### src/rtl/pgw_pkg.sv
package pgw_pkg;

   typedef enum logic [1:0] {
      MD_TWO   = 2'd0,
      MD_THREE = 2'd1,
      MD_FOUR  = 2'd2,
      MD_RSVD  = 2'd3
   } walk_mode_e;

   typedef enum logic [1:0] {
      FT_NONE     = 2'd0,
      FT_ABSENT   = 2'd1,
      FT_NONCANON = 2'd2,
      FT_BADMODE  = 2'd3
   } fault_e;

   typedef enum logic [1:0] {
      ST_IDLE  = 2'd0,
      ST_ISSUE = 2'd1,
      ST_WAIT  = 2'd2
   } walk_state_e;

   function automatic logic [2:0] levels_of(walk_mode_e m);
      case (m)
         MD_TWO:   return 3'd2;
         MD_THREE: return 3'd3;
         MD_FOUR:  return 3'd4;
         default:  return 3'd0;
      endcase
   endfunction

endpackage

### src/rtl/pgw_canon.sv
module pgw_canon #(
   parameter int VA_W    = 64,
   parameter int TOP_BIT = 47
) (
   input  logic [VA_W-1:0] va,
   output logic            ok
);
   localparam int HI_W = VA_W - TOP_BIT;

   if (HI_W > 1) begin : g_check
      logic [HI_W-1:0] hi;
      assign hi = va[VA_W-1:TOP_BIT];
      assign ok = (&hi) | ~(|hi);
      logic unused_lo;
      assign unused_lo = ^va[TOP_BIT-1:0];
   end else begin : g_none
      assign ok = 1'b1;
      logic unused_va;
      assign unused_va = ^va;
   end
endmodule

### src/rtl/pgw_index.sv
module pgw_index
   import pgw_pkg::*;
#(
   parameter int SPAN_W = 48,
   parameter int IDX_W  = 10,
   parameter int NSLICE = 4,
   parameter int SL_W   = 9
) (
   input  logic [SPAN_W-1:0] va,
   input  walk_mode_e        mode,
   input  logic [2:0]        level,
   output logic [IDX_W-1:0]  idx
);
   logic [SL_W-1:0] slice [NSLICE];

   for (genvar l = 0; l < NSLICE; l++) begin : g_slice
      assign slice[l] = va[12 + SL_W*l +: SL_W];
   end

   always_comb begin
      idx = '0;
      case (mode)
         MD_TWO: begin
            if (level == 3'd2) idx = IDX_W'(va[31:22]);
            else               idx = IDX_W'(va[21:12]);
         end
         MD_THREE: begin
            case (level)
               3'd3:    idx = IDX_W'(va[31:30]);
               3'd2:    idx = IDX_W'(va[29:21]);
               default: idx = IDX_W'(va[20:12]);
            endcase
         end
         MD_FOUR: begin
            case (level)
               3'd4:    idx = IDX_W'(slice[3]);
               3'd3:    idx = IDX_W'(slice[2]);
               3'd2:    idx = IDX_W'(slice[1]);
               default: idx = IDX_W'(slice[0]);
            endcase
         end
         default: idx = '0;
      endcase
   end
endmodule

### src/rtl/pgw_entry.sv
module pgw_entry
   import pgw_pkg::*;
#(
   parameter int DATA_W   = 64,
   parameter int PA_W     = 52,
   parameter int PA_TWO   = 32,
   parameter int PA_THREE = 36,
   parameter int PA_FOUR  = 52
) (
   input  logic [DATA_W-1:0] data,
   input  walk_mode_e        mode,
   output logic              present,
   output logic [PA_W-1:0]   frame,
   output logic [PA_W-1:0]   pa_mask
);
   localparam int OFF_W = 12;

   logic [PA_W-1:0]   m_two, m_three, m_four, low_clr;
   logic [DATA_W-1:0] raw;

   for (genvar b = 0; b < PA_W; b++) begin : g_mask
      assign m_two[b]   = (b < PA_TWO);
      assign m_three[b] = (b < PA_THREE);
      assign m_four[b]  = (b < PA_FOUR);
      assign low_clr[b] = (b >= OFF_W);
   end

   assign raw = (mode == MD_TWO) ? {{(DATA_W-32){1'b0}}, data[31:0]} : data;

   always_comb begin
      case (mode)
         MD_TWO:   pa_mask = m_two;
         MD_THREE: pa_mask = m_three;
         default:  pa_mask = m_four;
      endcase
   end

   assign present = raw[0];
   assign frame   = raw[PA_W-1:0] & pa_mask & low_clr;

   if (DATA_W > PA_W) begin : g_hi
      logic unused_hi;
      assign unused_hi = ^raw[DATA_W-1:PA_W];
   end
endmodule

### src/rtl/pgw_top.sv
module pgw_top
   import pgw_pkg::*;
#(
   parameter int VA_W     = 64,
   parameter int PA_W     = 52,
   parameter int DATA_W   = 64,
   parameter int PA_TWO   = 32,
   parameter int PA_THREE = 36,
   parameter int PA_FOUR  = 52,
   parameter int CNT_W    = 3
) (
   input  logic              clk,
   input  logic              rst_n,
   input  logic              req_valid,
   output logic              req_ready,
   input  logic [1:0]        req_mode,
   input  logic [VA_W-1:0]   req_vaddr,
   input  logic [PA_W-1:0]   root_base,
   output logic              mem_req_valid,
   input  logic              mem_req_ready,
   output logic [PA_W-1:0]   mem_req_addr,
   input  logic              mem_rsp_valid,
   input  logic [DATA_W-1:0] mem_rsp_data,
   output logic              done,
   output logic [PA_W-1:0]   res_paddr,
   output logic              res_fault,
   output logic [1:0]        res_ftype,
   output logic [2:0]        res_level,
   output logic [CNT_W-1:0]  res_reads
);
   localparam int SPAN_W = 48;
   localparam int IDX_W  = 10;
   localparam int OFF_W  = 12;

   if (VA_W < SPAN_W) begin : g_bad_va
      $error("pgw_top: VA_W must cover a 48-bit span");
   end
   if (PA_TWO > PA_THREE || PA_THREE > PA_FOUR || PA_FOUR > PA_W) begin : g_bad_pa
      $error("pgw_top: physical widths must grow per layout and fit PA_W");
   end
   if (PA_TWO <= OFF_W) begin : g_bad_two
      $error("pgw_top: physical width must exceed page offset");
   end
   if (DATA_W < 64 || DATA_W < PA_W) begin : g_bad_data
      $error("pgw_top: read data must hold an 8-byte entry");
   end
   if ((1 << CNT_W) <= 4) begin : g_bad_cnt
      $error("pgw_top: read counter too narrow for four levels");
   end

   walk_state_e       st;
   walk_mode_e        mode_q;
   logic [SPAN_W-1:0] va_q;
   logic [PA_W-1:0]   base_q;
   logic [2:0]        lvl_q;
   logic [CNT_W-1:0]  reads_q;

   logic              done_q;
   logic [PA_W-1:0]   r_paddr;
   logic              r_fault;
   fault_e            r_ftype;
   logic [2:0]        r_level;
   logic [CNT_W-1:0]  r_reads;

   logic              canon_ok;
   logic [IDX_W-1:0]  idx;
   logic              ent_present;
   logic [PA_W-1:0]   ent_frame;
   logic [PA_W-1:0]   pa_mask;
   logic [PA_W-1:0]   ent_off;
   walk_mode_e        in_mode;

   logic unused_root;
   assign unused_root = ^root_base[OFF_W-1:0];

   assign in_mode = walk_mode_e'(req_mode);

   pgw_canon #(.VA_W(VA_W), .TOP_BIT(SPAN_W-1)) u_canon (
      .va (req_vaddr),
      .ok (canon_ok)
   );

   pgw_index #(.SPAN_W(SPAN_W), .IDX_W(IDX_W)) u_index (
      .va    (va_q),
      .mode  (mode_q),
      .level (lvl_q),
      .idx   (idx)
   );

   pgw_entry #(
      .DATA_W  (DATA_W),
      .PA_W    (PA_W),
      .PA_TWO  (PA_TWO),
      .PA_THREE(PA_THREE),
      .PA_FOUR (PA_FOUR)
   ) u_entry (
      .data    (mem_rsp_data),
      .mode    (mode_q),
      .present (ent_present),
      .frame   (ent_frame),
      .pa_mask (pa_mask)
   );

   assign ent_off      = (mode_q == MD_TWO) ? (PA_W'(idx) << 2) : (PA_W'(idx) << 3);
   assign mem_req_addr = (base_q + ent_off) & pa_mask;

   assign req_ready     = (st == ST_IDLE);
   assign mem_req_valid = (st == ST_ISSUE);

   always_ff @(posedge clk or negedge rst_n) begin
      if (!rst_n) begin
         st      <= ST_IDLE;
         mode_q  <= MD_TWO;
         va_q    <= '0;
         base_q  <= '0;
         lvl_q   <= '0;
         reads_q <= '0;
         done_q  <= 1'b0;
         r_paddr <= '0;
         r_fault <= 1'b0;
         r_ftype <= FT_NONE;
         r_level <= '0;
         r_reads <= '0;
      end else begin
         done_q <= 1'b0;
         case (st)
            ST_IDLE: begin
               if (req_valid) begin
                  mode_q  <= in_mode;
                  va_q    <= req_vaddr[SPAN_W-1:0];
                  base_q  <= {root_base[PA_W-1:OFF_W], {OFF_W{1'b0}}};
                  lvl_q   <= levels_of(in_mode);
                  reads_q <= '0;
                  if (in_mode == MD_RSVD) begin
                     done_q  <= 1'b1;
                     r_paddr <= '0;
                     r_fault <= 1'b1;
                     r_ftype <= FT_BADMODE;
                     r_level <= '0;
                     r_reads <= '0;
                  end else if (in_mode == MD_FOUR && !canon_ok) begin
                     done_q  <= 1'b1;
                     r_paddr <= '0;
                     r_fault <= 1'b1;
                     r_ftype <= FT_NONCANON;
                     r_level <= '0;
                     r_reads <= '0;
                  end else begin
                     st <= ST_ISSUE;
                  end
               end
            end
            ST_ISSUE: begin
               if (mem_req_ready) st <= ST_WAIT;
            end
            ST_WAIT: begin
               if (mem_rsp_valid) begin
                  reads_q <= reads_q + 1'b1;
                  if (!ent_present) begin
                     st      <= ST_IDLE;
                     done_q  <= 1'b1;
                     r_paddr <= '0;
                     r_fault <= 1'b1;
                     r_ftype <= FT_ABSENT;
                     r_level <= lvl_q;
                     r_reads <= reads_q + 1'b1;
                  end else if (lvl_q == 3'd1) begin
                     st      <= ST_IDLE;
                     done_q  <= 1'b1;
                     r_paddr <= ent_frame | PA_W'(va_q[OFF_W-1:0]);
                     r_fault <= 1'b0;
                     r_ftype <= FT_NONE;
                     r_level <= '0;
                     r_reads <= reads_q + 1'b1;
                  end else begin
                     base_q <= ent_frame;
                     lvl_q  <= lvl_q - 3'd1;
                     st     <= ST_ISSUE;
                  end
               end
            end
            default: st <= ST_IDLE;
         endcase
      end
   end

   assign done      = done_q;
   assign res_paddr = r_paddr;
   assign res_fault = r_fault;
   assign res_ftype = r_ftype;
   assign res_level = r_level;
   assign res_reads = r_reads;

endmodule

### config.mk
export PLATFORM = sky130hd
export DESIGN_NAME = pgw_top
export DESIGN_NICKNAME = d
export VERILOG_FILES = /design/src/rtl/pgw_pkg.sv /design/src/rtl/pgw_canon.sv /design/src/rtl/pgw_index.sv /design/src/rtl/pgw_entry.sv /design/src/rtl/pgw_top.sv
export SDC_FILE = /design/constraint.sdc
export NUM_CORES = 1
export LEC_CHECK = 0
export BUFFER_PORTS_ARGS = -buffer_cell sky130_fd_sc_hd__buf_2
export CAP_MARGIN = 5
export CORE_AREA = 2 2 157 159
export DETAILED_ROUTE_END_ITERATION = 6
export DIE_AREA = 0 0 159 161
export SYNTH_ARGS = -nofsm -noshare
export SYNTH_HDL_FRONTEND = slang
export SYNTH_SLANG_ARGS = --single-unit
export TNS_END_PERCENT = 30
### constraint.sdc
create_clock -name clk -period 4.57 [get_ports clk]
set_input_delay 0.914 -clock clk [delete_from_list [all_inputs] [get_ports clk]]
set_output_delay 0.914 -clock clk [all_outputs]
set_load 0.01 [all_outputs]
======== After elaboration in Yosys (flattened, before gate mapping) ========
Cells that the tools add are included.
operators by class
  bitwise gates (word level) .............. 5
  reductions and logical operators ........ 13
  mux-type cells .......................... 68
  add/subtract/negate cells ............... 3
  eq/ne operators ......................... 20
operators with widths
  operator            number
  $mux 52             11
  $pmux 52 s2         3
  $and 52x52->52      2
  $add 52x13->52      1
  $or 52x12->52       1
  $mux 3              15
  $pmux 10 s3         1
  $pmux 9 s3          1
  $pmux 3 s2          4
  $mux 2              11
  $pmux 9 s2          1
  $reduce_and 17->1   1
  $reduce_or 17->1    1
  $reduce_and 5->1    3
  $mux 1              14
  $mux 13             1
  $mux 10             1
  $ne 2x2->1 const B  5
  $pmux 3 s3          1
  $eq 2x2->1 const B  4
  $eq 2x1->1 const B  3
  $eq 3x2->1 const B  2
  $logic_not 2->1     3
  $pmux 2 s3          1
  other kinds (16)    18
storage, ports and cells
  input bits .............................. 187
  output and inout port bits .............. 116
  word-level logic and storage cells ...... 121
  register bits after elaboration ......... 172

======== Logic depth before layout (Yosys ltp) ========
  word-level depth ........................ 9
  gate-level depth with buffers ........... 10
  mapped depth without buffers ............ 7

======== Cells and area by module ========
Synthesis repeated with hierarchy kept, for this count alone.
unflattened totals
  cells, all modules ...................... 1210
  area, all modules ....................... 10537.6 um^2
modules (own cells, without submodules)
  module     cells an instance  times used  area an instance (um^2)
  pgw_top    986                1           8936.1
  pgw_entry  109                1           789.5
  pgw_index  103                1           713.2
  pgw_canon  12                 1           98.8

======== Worst setup path before layout ========
OpenSTA, ideal clock, no wires.
  path type ............................... register to output
  start point ............................. register lvl_q[0]
  end point ............................... output port mem_req_addr[11]
  slack ................................... 1.826 ns
  arrival ................................. 1.830 ns
  path buffers ............................ 1
  stages on the path, launching flop included .. 8
  cell sequence ........................... dfrtp_1 inv_1 ha_1 clkbuf_1 a21oi_1 a211oi_1 o22ai_1 a221oi_1
on the way
  longest elaborated chain between the ends .. 6
RTL lines
  what                                RTL line                                           source
  from (decl)                         pgw_top.sv:55                                      logic [2:0] lvl_q;
  from (signal assigned)              pgw_top.sv:132                                     lvl_q <= levels_of(in_mode);
  from (signal assigned)              pgw_top.sv:177                                     lvl_q <= lvl_q - 3'd1;
  $eq 3x2->1 (tied with other cells)  pgw_index.sv:24, pgw_index.sv:28, pgw_index.sv:35
  $pmux 9 s3 (tied with other cells)  pgw_index.sv:35                                    case (level)
  $pmux 10 s3 (*)                     pgw_index.sv:22                                    case (mode)
  $mux 13 (*)                         pgw_top.sv:104                                     assign ent_off = (mode_q == MD_TWO) ? (PA_W'(idx) << 2) : (PA_W'(idx) << 3);
  $add 52x13->52 (*)                  pgw_top.sv:105                                     assign mem_req_addr = (base_q + ent_off) & pa_mask;
  $and 52x52->52 (*)                  pgw_top.sv:105
  to (decl)                           pgw_top.sv:21                                      output logic [PA_W-1:0] mem_req_addr,
Every way passes the cells marked *; elsewhere a longest branch is shown, timed or not.

======== Final worst setup path ========
  start point ............................. register lvl_q[0]
  end point ............................... output port mem_req_addr[9]
The elaborated chain is that of the path after synthesis.

==> metrics.md <==
| Metric | Value |
|---|---|
| Tot Pwr | 0.006616 W |
| Syn Area/Cell | 9.716 um2 |
| P_sw | about 0.0027 W |
| Sequential-to-total area share from yosys stat | 0.4564 |
| Largest net degree at the start of global routing | 97 |
| Post-synth EDFFs | 0 |
| Worst-path fanout max | 19 |
| Reg2reg setup slack | 1990 ps |
| Placed Area | 10320 um2 |
| I/O pins | 303 |
| Synth unique cells | between 50 and 60 |
| Post-DRT Antenna Nets | 0 |
| PortBufs | 265 |
| Hold path depth | 2 |
| CP delay by family, top | buffers and inverters |
| Clock root cell | clkbuf_16 |
| Sw frac | 0.4144 |
| Ranking of synthesized cells by area | dfrtp_1, mux2_2, o31ai_1 |
| Initial Util | 0.3661 |
| Top-area cell type share of the netlist area | 0.4564 |
| Power Dens Cells | 606.5 nW/um2 |
| Setup ws final | 800.2 ps |
| Min-delay worst type | reg -> reg |
| Failing checks | max-slew violations |
| VDD IR max | 0.3475 mV |
| Core ar. | between 20000 and 25000 um2 |
| Mapped Area | approximately 8800 um2 |
| Fin. Hold Viols | 0 |
| First-pass DRT Iterations | 5 |
| First-pass GRT wire length | 41110 um |
| CP Launch Point | lvl_q[0] |
| Post-DR wirelength/cell | 17.31 um |
| Setup violators final | 0 |
| Chip height | around 160 um |
| Clock Path Buffers | 2 |
| Worst skew pair latency | 430 ps |
| Reg-to-reg startpoint | lvl_q[2] |
| Outcome | finished, violations left |
| Critical Path Max Stage Delay | between 500 and 600 ps |
| Commonest non-fill, non-tap cell in the layout | buf_2 |
| Min Tclk post-route | around 3800 ps |
| CP startpoint kind | flop |
| Mapped Cells | 903 |
| Most used DFF post-synth | dfrtp_1 |
| Hold buffers post-CTS | 0 |
| Clk pwr share | 0.216 |
| Maxcap violations | 0 |
| Tot GR Track Use | 0.2012 |
| Initial antenna violation count | 2 |
| Max Slew Vio Count | 16 |
| Comb power frac | 0.411 |
| Slew headroom | -0.1674 |
| Final period util | 0.8249 |
| Via count of the first global-routing pass | 7498 |
| RR Endpoint | res_fault |
| CTS clk-pin slew, worst paths | 70 ps |
| Pleak | between 5 and 6 nW |
| Crit path kind | reg -> out |
| Grt ovf | 0 |
| Die ar. | 25600 um2 |
| Final Wtd Congestion | approximately 0.80 |
| CP Capture Type | output pin |
| Post-CTS setup buffers | 0 |
| Area Growth Syn to Fin | 24.34% |
| Setup tns final | 0 ps |
| YS warnings | 0 |
| Layout Cells excl Fill | 1467 |
| Ys async rst share | 1.000 |
| Crit path buffers/inverters | 3 |
| Cell Int Power | 0.003874 W |
| Final Cell Area | 10910 um2 |
| R2R cell count | 6 |
| Worst-Margin Slew | 1738 ps |
| CP Data Required Time | ~3700 ps |
| Critical path cell sequence | inv_1 > ha_1 > nor2b_1 > buf_4 > mux2_2 > o21ai_0 > o22ai_1 > buf_2 |
| Post-layout net count | 1325 |
| Placed cells | 1434 |
| Critical path's slowest cell | ha_1 |
| WHS Endpoint | res_paddr[3] |
| RSZ-0062 raised after global routing | false |
| CTS sink cnt | 160 |
| Post-CTS Resized | 0 |
| Routed WL | 25390 um |
| Number of buffers created by CTS | 17 |
| Dpl ws | roughly 1300 ps |
| Fraction of layout cells with a size suffix above 1 | 0.3433 |
| Placement Rows | 57 |
| Die width | approximately 160 um |
| Fmax | 265.3 MHz |
| Vias per std cell | 5.175 |
| Residual DRC count | 0 |
| Post-synth top area cell | dfrtp_1 |
| CP arrival | 2860 ps |
| DR iter-0 viols | ~570 |
| Seq pwr share | 0.373 |
| #FFs+latches synth | 160 |
| Placed wire-length estimate | 18120 um |
| CTS tree | built |
| Most frequent cells in the layout | buf_2, dfrtp_1, nand3_1 |
| H-tree depth | 4 |
| Skew final | approximately 11 ps |
| HP Start | va_q[3] |
| Vias | around 7600 |
==> area by class of cell <==
cell class	count	area, um2
antenna	1	2.502
clock buffer	17	425.4
clock inverter	15	163.9
fill	2356	13050
inverter	64	240.2
multi-input combinational	608	4200
sequential	160	4004
tap	324	405.4
timing repair buffer	278	1468
==> per-layer routing <==
metal,track usage,share of wire,vias up
li1,-,-,3703
met1,0.2720,0.45,3651
met2,0.3310,0.48,216
met3,0.04289,0.054,19
met4,0.05083,0.012,2
met5,0,0.00051,-
==> through the flow <==
step           hold slack [ps]    util
2_1_floorplan            458.6       -
6_report                 497.5  0.4553
3_5_place_dp             486.0  0.4306
5_1_grt                  525.6  0.4553
3_3_place_gp             476.4  0.4306
4_1_cts                  499.7  0.4551
==> how the worst max path moves through the flow <==
stage,end,cells after the start
floorplan,mem_req_addr[11],7
global placement,mem_req_addr[5],8
detailed placement,mem_req_addr[8],8
CTS,mem_req_addr[8],8
global route,mem_req_addr[8],8
finish,mem_req_addr[9],8
==> state kept, by name, indices dropped and copies added (netlist names) <==
signal     count
mode_q         2
res_level      3
done           1
lvl_q          3
reads_q        3
res_paddr     52
res_ftype      2
res_fault      1
st             2
base_q        40
res_reads      3
va_q          48
==> power by group through the flow <==
stage	Clock, W	Sequential (W)	Combinational (W)
2_1_floorplan	0	0.00234	0.00191
3_3_place_gp	0	0.00247	0.00270
3_5_place_dp	0	0.00249	0.00273
4_1_cts	0.00147	0.00246	0.00274
5_1_grt	0.00153	0.00255	0.00303
6_report	0.00143	0.00247	0.00272
==> worst reg2reg max path: stages (launching register included) <==
cell and delay [ps]:
dfrtp_1 640, nand2b_1 290, a211oi_1 360, a31o_4 500, buf_12 360, nand3_1 190
o31a_1 120
==> cells by family (layout without fill, tap and decap cells) <==
| family | count (synthesis) | count (layout) | synth area share |
|---|---|---|---|
| AND/OR/NAND/NOR | 283 | 283 | 0.1737 |
| AO/OA/AOI/OAI | 195 | 195 | 0.1520 |
| flip-flops | 160 | 160 | 0.4564 |
| buffers and inverters | 138 | 374 | 0.06874 |
| multiplexers | 79 | 79 | 0.09797 |
| XOR/XNOR | 38 | 38 | 0.03794 |
| adder cells (fa/ha/maj) | 9 | 9 | 0.01284 |
| other | 1 | 5 | 0.0004274 |
==> cells in the mapped netlist (7+ instances only) <==
cell type and n:
dfrtp_1 160, nand3_1 64, inv_1 62, nand2_1 61, mux2_2 55, o21ai_0 52, o31ai_1 44, nor2_1 42
nand4_1 40, clkbuf_1 30, and3_1 29, buf_2 28, a21oi_1 26, mux2i_1 24, xor2_1 23, a22oi_1 15
xnor2_1 15, o22ai_1 10, o31ai_2 10, a221oi_1 9, ha_1 9, nand2b_1 7
Power figures use the tool's default switching activity.
